`src/rtl/flash_rd_pkg.sv`:
```
package flash_rd_pkg;

    localparam logic [2:0] MODE_ARRAY = 3'd0;
    localparam logic [2:0] MODE_IDSEL = 3'd1;
    localparam logic [2:0] MODE_STAT  = 3'd2;
    localparam logic [2:0] MODE_CFI   = 3'd3;

    localparam logic [7:0] CFI_LAST   = 8'h52;
    localparam logic [7:0] SLOT_ID2   = 8'h0E;
    localparam logic [7:0] SLOT_ID3   = 8'h0F;

    typedef enum logic [2:0] {
        SRC_ARRAY,
        SRC_ID,
        SRC_ZERO,
        SRC_STAT,
        SRC_CFI
    } resp_src_t;

    typedef enum logic {
        LZ_DIRECT,
        LZ_COUNTING
    } lazy_state_t;

    function automatic int unsigned width_shift(input int unsigned nbytes);
        return (nbytes >= 4) ? 2 : ((nbytes == 2) ? 1 : 0);
    endfunction

endpackage

```
`src/rtl/frd_slot_decode.sv`:
```
module frd_slot_decode
    import flash_rd_pkg::*;
#(
    parameter int unsigned DEV_BYTES = 2
) (
    input  logic [7:0]  addr_lo,
    input  logic [2:0]  mode,
    input  logic [15:0] id0,
    input  logic [15:0] id1,
    input  logic [15:0] id2,
    input  logic [15:0] id3,
    output logic [7:0]  boff,
    output resp_src_t   src,
    output logic [15:0] id_word,
    output logic        unknown
);
    localparam int unsigned SHIFT = width_shift(DEV_BYTES);

    always_comb begin
        boff    = addr_lo >> SHIFT;
        src     = SRC_ARRAY;
        id_word = '0;
        unknown = 1'b0;
        unique case (mode)
            MODE_ARRAY: src = SRC_ARRAY;
            MODE_IDSEL: begin
                unique case (boff)
                    8'h00:    begin src = SRC_ID; id_word = id0; end
                    8'h01:    begin src = SRC_ID; id_word = id1; end
                    8'h02:    src = SRC_ZERO;
                    SLOT_ID2: if (id2[7:0] != 8'hFF) begin src = SRC_ID; id_word = id2; end
                    SLOT_ID3: if (id3[7:0] != 8'hFF) begin src = SRC_ID; id_word = id3; end
                    default:  src = SRC_ARRAY;
                endcase
            end
            MODE_STAT:  src = SRC_STAT;
            MODE_CFI:   src = (boff > CFI_LAST) ? SRC_ZERO : SRC_CFI;
            default: begin
                src     = SRC_ARRAY;
                unknown = 1'b1;
            end
        endcase
    end
endmodule

```
`src/rtl/frd_status.sv`:
```
module frd_status (
    input  logic       clk,
    input  logic       rst_n,
    input  logic       load,
    input  logic [7:0] load_val,
    input  logic       stat_rd,
    output logic [7:0] sts
);
    always_ff @(posedge clk or negedge rst_n) begin
        if (!rst_n) begin
            sts <= 8'h00;
        end else if (load) begin
            sts <= load_val;
        end else if (stat_rd) begin
            sts <= sts ^ 8'h40;
        end
    end

    assert_toggle_on_read_R5: assert property (@(posedge clk) disable iff (!rst_n)
        (stat_rd && !load) |=> (sts[6] != $past(sts[6])));

    assert_quiet_hold_R5: assert property (@(posedge clk) disable iff (!rst_n)
        (!stat_rd && !load) |=> $stable(sts));
endmodule

```
`src/rtl/frd_lazy_fsm.sv`:
```
module frd_lazy_fsm
    import flash_rd_pkg::*;
#(
    parameter int unsigned LIMIT = 42
) (
    input  logic clk,
    input  logic rst_n,
    input  logic cmd_start,
    input  logic rd_en,
    input  logic seq_idle,
    output logic direct_mode
);
    localparam int unsigned CW = $clog2(LIMIT + 2);

    lazy_state_t     state, state_nx;
    logic [CW-1:0]   cnt, cnt_nx;
    logic [CW-1:0]   cnt_inc;

    assign cnt_inc = cnt + 1'b1;

    always_comb begin
        state_nx = state;
        cnt_nx   = cnt;
        unique case (state)
            LZ_DIRECT: begin
                if (cmd_start) begin
                    state_nx = LZ_COUNTING;
                    cnt_nx   = '0;
                end
            end
            LZ_COUNTING: begin
                if (cmd_start) begin
                    cnt_nx = '0;
                end else if (rd_en && seq_idle) begin
                    if (cnt_inc > CW'(LIMIT)) begin
                        state_nx = LZ_DIRECT;
                        cnt_nx   = '0;
                    end else begin
                        cnt_nx = cnt_inc;
                    end
                end
            end
            default: begin
                state_nx = LZ_DIRECT;
                cnt_nx   = '0;
            end
        endcase
    end

    always_ff @(posedge clk or negedge rst_n) begin
        if (!rst_n) begin
            state <= LZ_DIRECT;
            cnt   <= '0;
        end else begin
            state <= state_nx;
            cnt   <= cnt_nx;
        end
    end

    always_comb direct_mode = (state == LZ_DIRECT);

    assert_cnt_bound_R9: assert property (@(posedge clk) disable iff (!rst_n)
        (state == LZ_COUNTING) |-> (cnt <= CW'(LIMIT)));

    assert_rise_needs_idle_read_R9: assert property (@(posedge clk) disable iff (!rst_n)
        $rose(direct_mode) |-> $past(rd_en && seq_idle && !cmd_start));

    assert_fall_needs_start_R8: assert property (@(posedge clk) disable iff (!rst_n)
        $fell(direct_mode) |-> $past(cmd_start));
endmodule

```
`src/rtl/flash_rd_resp.sv`:
```
module flash_rd_resp
    import flash_rd_pkg::*;
#(
    parameter int unsigned ADDR_W     = 16,
    parameter int unsigned DEV_BYTES  = 2,
    parameter int unsigned LAZY_LIMIT = 42,
    localparam int unsigned DW        = 8 * DEV_BYTES
) (
    input  logic              clk,
    input  logic              rst_n,
    input  logic              big_endian,
    input  logic              rd_en,
    input  logic [ADDR_W-1:0] rd_addr,
    input  logic [2:0]        mode,
    input  logic              seq_idle,
    input  logic              cmd_start,
    input  logic [15:0]       id0,
    input  logic [15:0]       id1,
    input  logic [15:0]       id2,
    input  logic [15:0]       id3,
    input  logic              sts_load,
    input  logic [7:0]        sts_val,
    output logic [ADDR_W-1:0] stor_addr,
    input  logic [DW-1:0]     stor_rdata,
    output logic [7:0]        cfi_idx,
    input  logic [7:0]        cfi_rdata,
    output logic [DW-1:0]     rd_data,
    output logic              rd_valid,
    output logic              mode_clr,
    output logic              direct_mode
);
    localparam int unsigned IDW_USE = (DW < 16) ? DW : 16;

    resp_src_t   src;
    logic [7:0]  boff;
    logic [15:0] id_word;
    logic        unknown;
    logic [7:0]  sts;
    logic [DW-1:0] le_word, be_word, arr_word, resp;

    frd_slot_decode #(.DEV_BYTES(DEV_BYTES)) u_decode (
        .addr_lo (rd_addr[7:0]),
        .mode    (mode),
        .id0     (id0),
        .id1     (id1),
        .id2     (id2),
        .id3     (id3),
        .boff    (boff),
        .src     (src),
        .id_word (id_word),
        .unknown (unknown)
    );

    frd_status u_status (
        .clk      (clk),
        .rst_n    (rst_n),
        .load     (sts_load),
        .load_val (sts_val),
        .stat_rd  (rd_en && (mode == MODE_STAT)),
        .sts      (sts)
    );

    frd_lazy_fsm #(.LIMIT(LAZY_LIMIT)) u_lazy (
        .clk         (clk),
        .rst_n       (rst_n),
        .cmd_start   (cmd_start),
        .rd_en       (rd_en),
        .seq_idle    (seq_idle),
        .direct_mode (direct_mode)
    );

    assign stor_addr = rd_addr;
    assign cfi_idx   = boff;

    for (genvar i = 0; i < DEV_BYTES; i++) begin : g_lane
        assign le_word[8*i +: 8]               = stor_rdata[8*i +: 8];
        assign be_word[8*(DEV_BYTES-1-i) +: 8] = stor_rdata[8*i +: 8];
    end

    assign arr_word = big_endian ? be_word : le_word;

    always_comb begin
        resp = '0;
        unique case (src)
            SRC_ARRAY: resp = arr_word;
            SRC_ID:    for (int b = 0; b < IDW_USE; b++) resp[b] = id_word[b];
            SRC_ZERO:  resp = '0;
            SRC_STAT:  resp[7:0] = sts;
            SRC_CFI:   resp[7:0] = cfi_rdata;
            default:   resp = arr_word;
        endcase
    end

    always_ff @(posedge clk or negedge rst_n) begin
        if (!rst_n) begin
            rd_data  <= '0;
            rd_valid <= 1'b0;
            mode_clr <= 1'b0;
        end else begin
            rd_valid <= rd_en;
            mode_clr <= rd_en && unknown;
            if (rd_en) begin
                rd_data <= resp;
            end
        end
    end

    assert_valid_follows_strobe_R1: assert property (@(posedge clk) disable iff (!rst_n)
        rd_valid == $past(rd_en));

    assert_data_holds_R1: assert property (@(posedge clk) disable iff (!rst_n)
        !rd_en |=> $stable(rd_data));

    assert_clr_with_valid_R7: assert property (@(posedge clk) disable iff (!rst_n)
        mode_clr |-> rd_valid);

    assert_cfi_oob_zero_R6: assert property (@(posedge clk) disable iff (!rst_n)
        (rd_en && (mode == MODE_CFI) && (boff > CFI_LAST)) |=> (rd_data == '0));

    assert_status_pair_flips_R5: assert property (@(posedge clk) disable iff (!rst_n)
        (rd_en && (mode == MODE_STAT) && !sts_load && $past(rd_en && (mode == MODE_STAT) && !sts_load))
        |=> (rd_data[6] != $past(rd_data[6])));
endmodule

```
`config.mk`:
```
export PLATFORM = sky130hd
export DESIGN_NAME = flash_rd_resp
export DESIGN_NICKNAME = d
export VERILOG_FILES = /design/src/rtl/flash_rd_pkg.sv /design/src/rtl/frd_slot_decode.sv /design/src/rtl/frd_status.sv /design/src/rtl/frd_lazy_fsm.sv /design/src/rtl/flash_rd_resp.sv
export SDC_FILE = /design/constraint.sdc
export NUM_CORES = 1
export LEC_CHECK = 0
export CELL_PAD_IN_SITES_DETAIL_PLACEMENT = 0
export CELL_PAD_IN_SITES_GLOBAL_PLACEMENT = 1
export CORE_MARGIN = 3
export CORE_UTILIZATION = 26
export CTS_CLUSTER_SIZE = 12
export DETAILED_ROUTE_END_ITERATION = 6
export GPL_ROUTABILITY_DRIVEN = 0
export PLACE_DENSITY = 0.85
export SETUP_SLACK_MARGIN = 0.15
export SKIP_CTS_REPAIR_TIMING = 1
export SLEW_MARGIN = 20
export SYNTH_ARGS = -nofsm -noshare
export SYNTH_HDL_FRONTEND = slang
export SYNTH_SLANG_ARGS = --single-unit
```
`constraint.sdc`:
```
create_clock -name clk -period 1.9 [get_ports clk]
set_input_delay 0.285 -clock clk [delete_from_list [all_inputs] [get_ports clk]]
set_output_delay 0.285 -clock clk [all_outputs]
set_load 0.01 [all_outputs]
```
# After elaboration in Yosys (flattened, before gate mapping)
# Index checks and enable logic that the tools add are counted.
[op_classes]
reduce_logical = 10
muxes = 25
add_sub_neg = 1
bitwise = 2
n_eq_ne = 15
order_cmp = 2
[ops]
columns = ["operator", "count"]
rows = [
  ["16-bit 2-to-1 mux", 4],
  ["16-bit one-hot mux with 4 select lines", 1],
  ["8-bit one-hot mux with 4 select lines", 1],
  ["6-bit 2-to-1 mux", 4],
  ["8-bit inequality test, second input constant", 2],
  ["8-bit one-hot mux with 2 select lines", 1],
  ["7-bit by 4-bit equality test with 1-bit output, second input constant", 2],
  ["3-bit by 2-bit equality test with 1-bit output, second input constant", 4],
  ["3-bit one-hot mux with 4 select lines", 1],
  ["6-bit one-hot mux with 2 select lines", 1],
  ["3-bit one-hot mux with 3 select lines", 1],
  ["8-bit zero test", 1],
  ["8-bit 2-to-1 mux", 1],
  ["7-bit by 1-bit equality test with 1-bit output, second input constant", 1],
  ["7-bit by 2-bit equality test with 1-bit output, second input constant", 1],
  ["7-bit > comparator, second input constant", 1],
  ["1-bit 2-to-1 mux", 7],
  ["7-bit 2-to-1 mux", 1],
  ["6-bit by 1-bit adder with 6-bit output, second input constant", 1],
  ["3-bit by 1-bit equality test with 1-bit output, second input constant", 2],
  ["6-bit > comparator, second input constant", 1],
  ["4-bit OR reduction", 1],
  ["3-bit equality test, second input constant", 1],
  ["1-bit logical AND", 3],
  ["10 further kinds", 11],
]
[word_totals]
output_inout_bits = 43
regBits = 33
word_cells = 62

# Logic depth before layout (Yosys ltp)
[logic_depth]
ltp_word = 7
mapped_depth = 9
depth_no_buf = 7

# By module
# Synthesis repeated with hierarchy kept, for this count alone.
[hier_totals]
cells_unflattened = 337
hier_area_um2 = 3185.6
[modules_own_cells]
columns = ["mod", "cells_per_inst", "instances", "seq_area_each_um2", "area_per_inst_um2"]
rows = [
  ["flash_rd_resp", 145, 1, 450.4, 1457.6],
  ["frd_slot_decode", 129, 1, 0.0, 984.7],
  ["frd_lazy_fsm", 44, 1, 175.2, 409.1],
  ["frd_status", 19, 1, 200.2, 334.1],
]

# Worst setup path after synthesis
# OpenSTA, ideal clock, no wires.
[synth_timing]
path_kind = "in2reg"
startpoint = "input port rd_addr[5]"
endpoint = "register rd_data[9]"
n_path_buf = 3
t_required_ns = 1.761
stages = 9
setup_slack_ns = -0.171
setup_time_ns = 0.139
arrival_ns = 1.932
path_cell_list = "or3_4 -> or3_1 -> buf_6 -> nor2_8 -> o31a_1 -> or3b_1 -> buf_6 -> buf_12 -> o221ai_1"
[synth_between]
elab_chain_len = 7
elab_cells_between_ends = 18
cone_classes = "order compare: 1; eq/ne: 8; mux: 6; reduce/logical: 3"
[synth_rtl]
columns = ["element", "line_no", "rtl"]
rows = [
  ["start, declared", "flash_rd_resp.sv:13", "input logic [ADDR_W-1:0] rd_addr,"],
  ["parallel branches: the longest is 6 deep, another holds 7-bit > comparator", "n/a", ""],
  ["8-bit one-hot mux with 2 select lines (*)", "flash_rd_resp.sv:84", "unique case (src)"],
  ["end signal, assigned", "flash_rd_resp.sv:103", "rd_data <= resp;"],
  ["end, declared", "flash_rd_resp.sv:27", "output logic [DW-1:0] rd_data,"],
]
# Every way passes the cells marked *.
# A chain may end at the register's enable or synchronous reset.

# Worst setup path in the final report
[layout_timing]
startpoint = "input port rd_addr[7]"
endpoint = "register rd_data[12]"
# The elaborated chain is that of the path after synthesis.

==> flow_summary.json <==
{
  "critical_path_class": "primary input to flop",
  "final_hold_viol_count": 0,
  "worstPathMaxFanout": 8,
  "r2r_start": "u_lazy.cnt[1]",
  "fin_setup_tns_ps": 0,
  "crit_start": "rd_addr[7]",
  "max_freq_mhz": 550,
  "power.density_nw_per_um2": 439,
  "fin_util_pct": 50.7,
  "start_util_pct": 27.4,
  "wl_met1_um": 3990,
  "worst_ep_arrival_time_ps": 1970,
  "clk_pin_slew_ps": 70,
  "yosysTopAreaCell": "dfrtp_1",
  "drt_iter0_drc": 113,
  "finalMaxSlewViolations": 0,
  "whs_ps": 386,
  "fp.dieW_um": 106,
  "crit_path_start_kind": "primary input",
  "post-route-period-util_pct": 95.6,
  "ir_drop_mv": 0.245,
  "rsz0062_at_grt": "yes",
  "core-area_um2": 9500,
  "ios": 165,
  "dieArea_um2": 11300,
  "r2r_slack_ps": 180,
  "min_path_type": "primary input to flop",
  "synth_cells": 261,
  "grt.overflow.total": 0,
  "ys_warn_count": 0,
  "holdPathEnd": "mode_clr",
  "post-dp-hpwl_um": 7670,
  "leakage_nw": 1.96,
  "setup_violations": 0,
  "syn2layout_area_growth_pct": 84.7,
  "dpl.cell_count": 535,
  "fin_crit_ps": 1820,
  "cts_max_level": 2,
  "cts_buffers": 5,
  "cp.required_ps": 2050,
  "yosys_register_bits": 33,
  "met2_wirelength_um": 5030,
  "final_cell_mix": "119 x clkdlybuf4s50_1, 38 x buf_4, 30 x dfrtp_1",
  "grt_max_degree": 34,
  "clk_latency_ps": 280,
  "wl_met3_um": 723,
  "grt_antenna_before_repair": 0,
  "clockBufferDepth": 2,
  "ys.flop_type": "dfrtp_1",
  "min_path_cells": 2,
  "ys_seq_area_share_pct": 31.7,
  "cts_sinks": 33,
  "avgViaCountPerCell": 4.99,
  "vias": 2742,
  "layout-drive-gt1-share_pct": 32.8,
  "grtUsageTotal_pct": 16.3,
  "grt_pass1_vias": 2890,
  "routed_wl_um": 9770,
  "ys_async_sr_fraction_pct": 100,
  "outcome": "complete, no violations",
  "ant_nets": 0,
  "synth_nets": 385,
  "synth.area.top_cells": "dfrtp_1 32%, mux2i_1 9.2%, buf_4 7.2%",
  "end_kind": "flop",
  "synth_area_um2": 2610,
  "skew_ps": 5.79,
  "yosysUniqueCellTypes": 51,
  "grt_pass1_wl_um": 14800,
  "synth_edf_count": 0,
  "cts-root-buf": "clkbuf_8",
  "rr_worst_depth": 7,
  "num_antenna_cells": 0,
  "synth_area_per_cell_um2": 9.99,
  "port_buffers": 145,
  "row_count": 35,
  "cts_tree": "built",
  "final_common_cell": "clkdlybuf4s50_1",
  "wl_per_cell_um": 17.8,
  "fin_cells": 550,
  "dr.pass1.iters": 5,
  "highest_layer": "met4",
  "max_cap_violations": 0,
  "synth_top_area_share_pct": 31.7,
  "die_y_um": 106,
  "fin_nets": 545,
  "drcViolationCount": 0,
  "hold_path_startpoint": "mode[2]",
  "rr_endpoint": "u_lazy.cnt[3]"
}
==> cell usage after synthesis, types with 6 or more instances <==
cell / count
dfrtp_1: 33
buf_4: 25
mux2i_1: 24
mux2_2: 15
o21ai_0: 13
nand2b_1: 11
nor2_1: 11
a22oi_1: 9
nor3b_1: 9
a221oi_1: 8
clkbuf_1: 8
o211ai_1: 8
o221a_2: 8
o221ai_1: 8
o2bb2ai_1: 8
nand2_1: 7
nand3_1: 6
==> how the worst max path moves through the flow <==
stage | depth (start not counted) | to | slack [ps]
global placement | 7 | rd_data[3] | -560
floorplan | 9 | rd_data[9] | -150
global route | 7 | u_lazy.cnt[2] | 60
detailed placement | 7 | rd_data[3] | -630
finish | 8 | rd_data[12] | 80
CTS | 7 | rd_data[3] | -330
==> sequential cells by signal, indices dropped and copies added, names as in the netlist <==
register	flops
u_lazy.state	1
rd_data	16
u_lazy.cnt	6
rd_valid	1
u_status.sts	8
mode_clr	1
==> final cells by class <==
cell class / count / area, µm²
flip-flops and latches: 33 / 830
fillers: 863 / 4690
inverters: 4 / 15.0
repair buffers: 191 / 1890
clock buffers: 7 / 86.3
well taps: 129 / 161
multi-input cells: 186 / 1830
==> through the flow <==
stage	worst slack [ps]	area, µm²	total power [mW]
after floorplan	-147	2610	1.08
after global placement	-558	4270	1.51
after detailed placement	-628	4270	1.52
after CTS	-332	4350	2.07
after global routing	64.8	4810	2.23
final	82.8	4810	2.11
==> cell families (layout without fill, tap and decap cells) <==
group / Yosys count / in the layout / synth area share [%]
AOI/OAI and AO/OA: 76 / 76 / 24.1
and+or+nand+nor: 64 / 64 / 15.2
buffers and inverters: 42 / 202 / 10.9
muxes: 39 / 39 / 15.7
DFF: 33 / 33 / 31.7
xor gates and xnor gates: 4 / 4 / 1.34
adders and majority gates: 2 / 2 / 0.960
other: 1 / 1 / 0.144
==> worst max-delay path, cell delays in order <==
cell and delay (ps):
buf_6 90, or3_4 410, buf_6 130, a2111oi_4 340, o31a_1 250, or3b_4 180, clkbuf_16 170, o221ai_2 90
==> per-layer routing <==
metal	track usage (%)	vias up
li1	-	1305
met1	20.4	1326
met2	28.6	105
met3	4.74	6
met4	2.13	0
met5	0	-
==> power breakdown <==
part           internal, mW  total (mW)  switching [mW]  leakage (nW)
sequential            0.765       0.812          0.0466         0.397
clock                 0.287       0.532           0.245        0.0443
combinational         0.493       0.768           0.276          1.52
No activity file was read; power rests on OpenSTA's default activity.
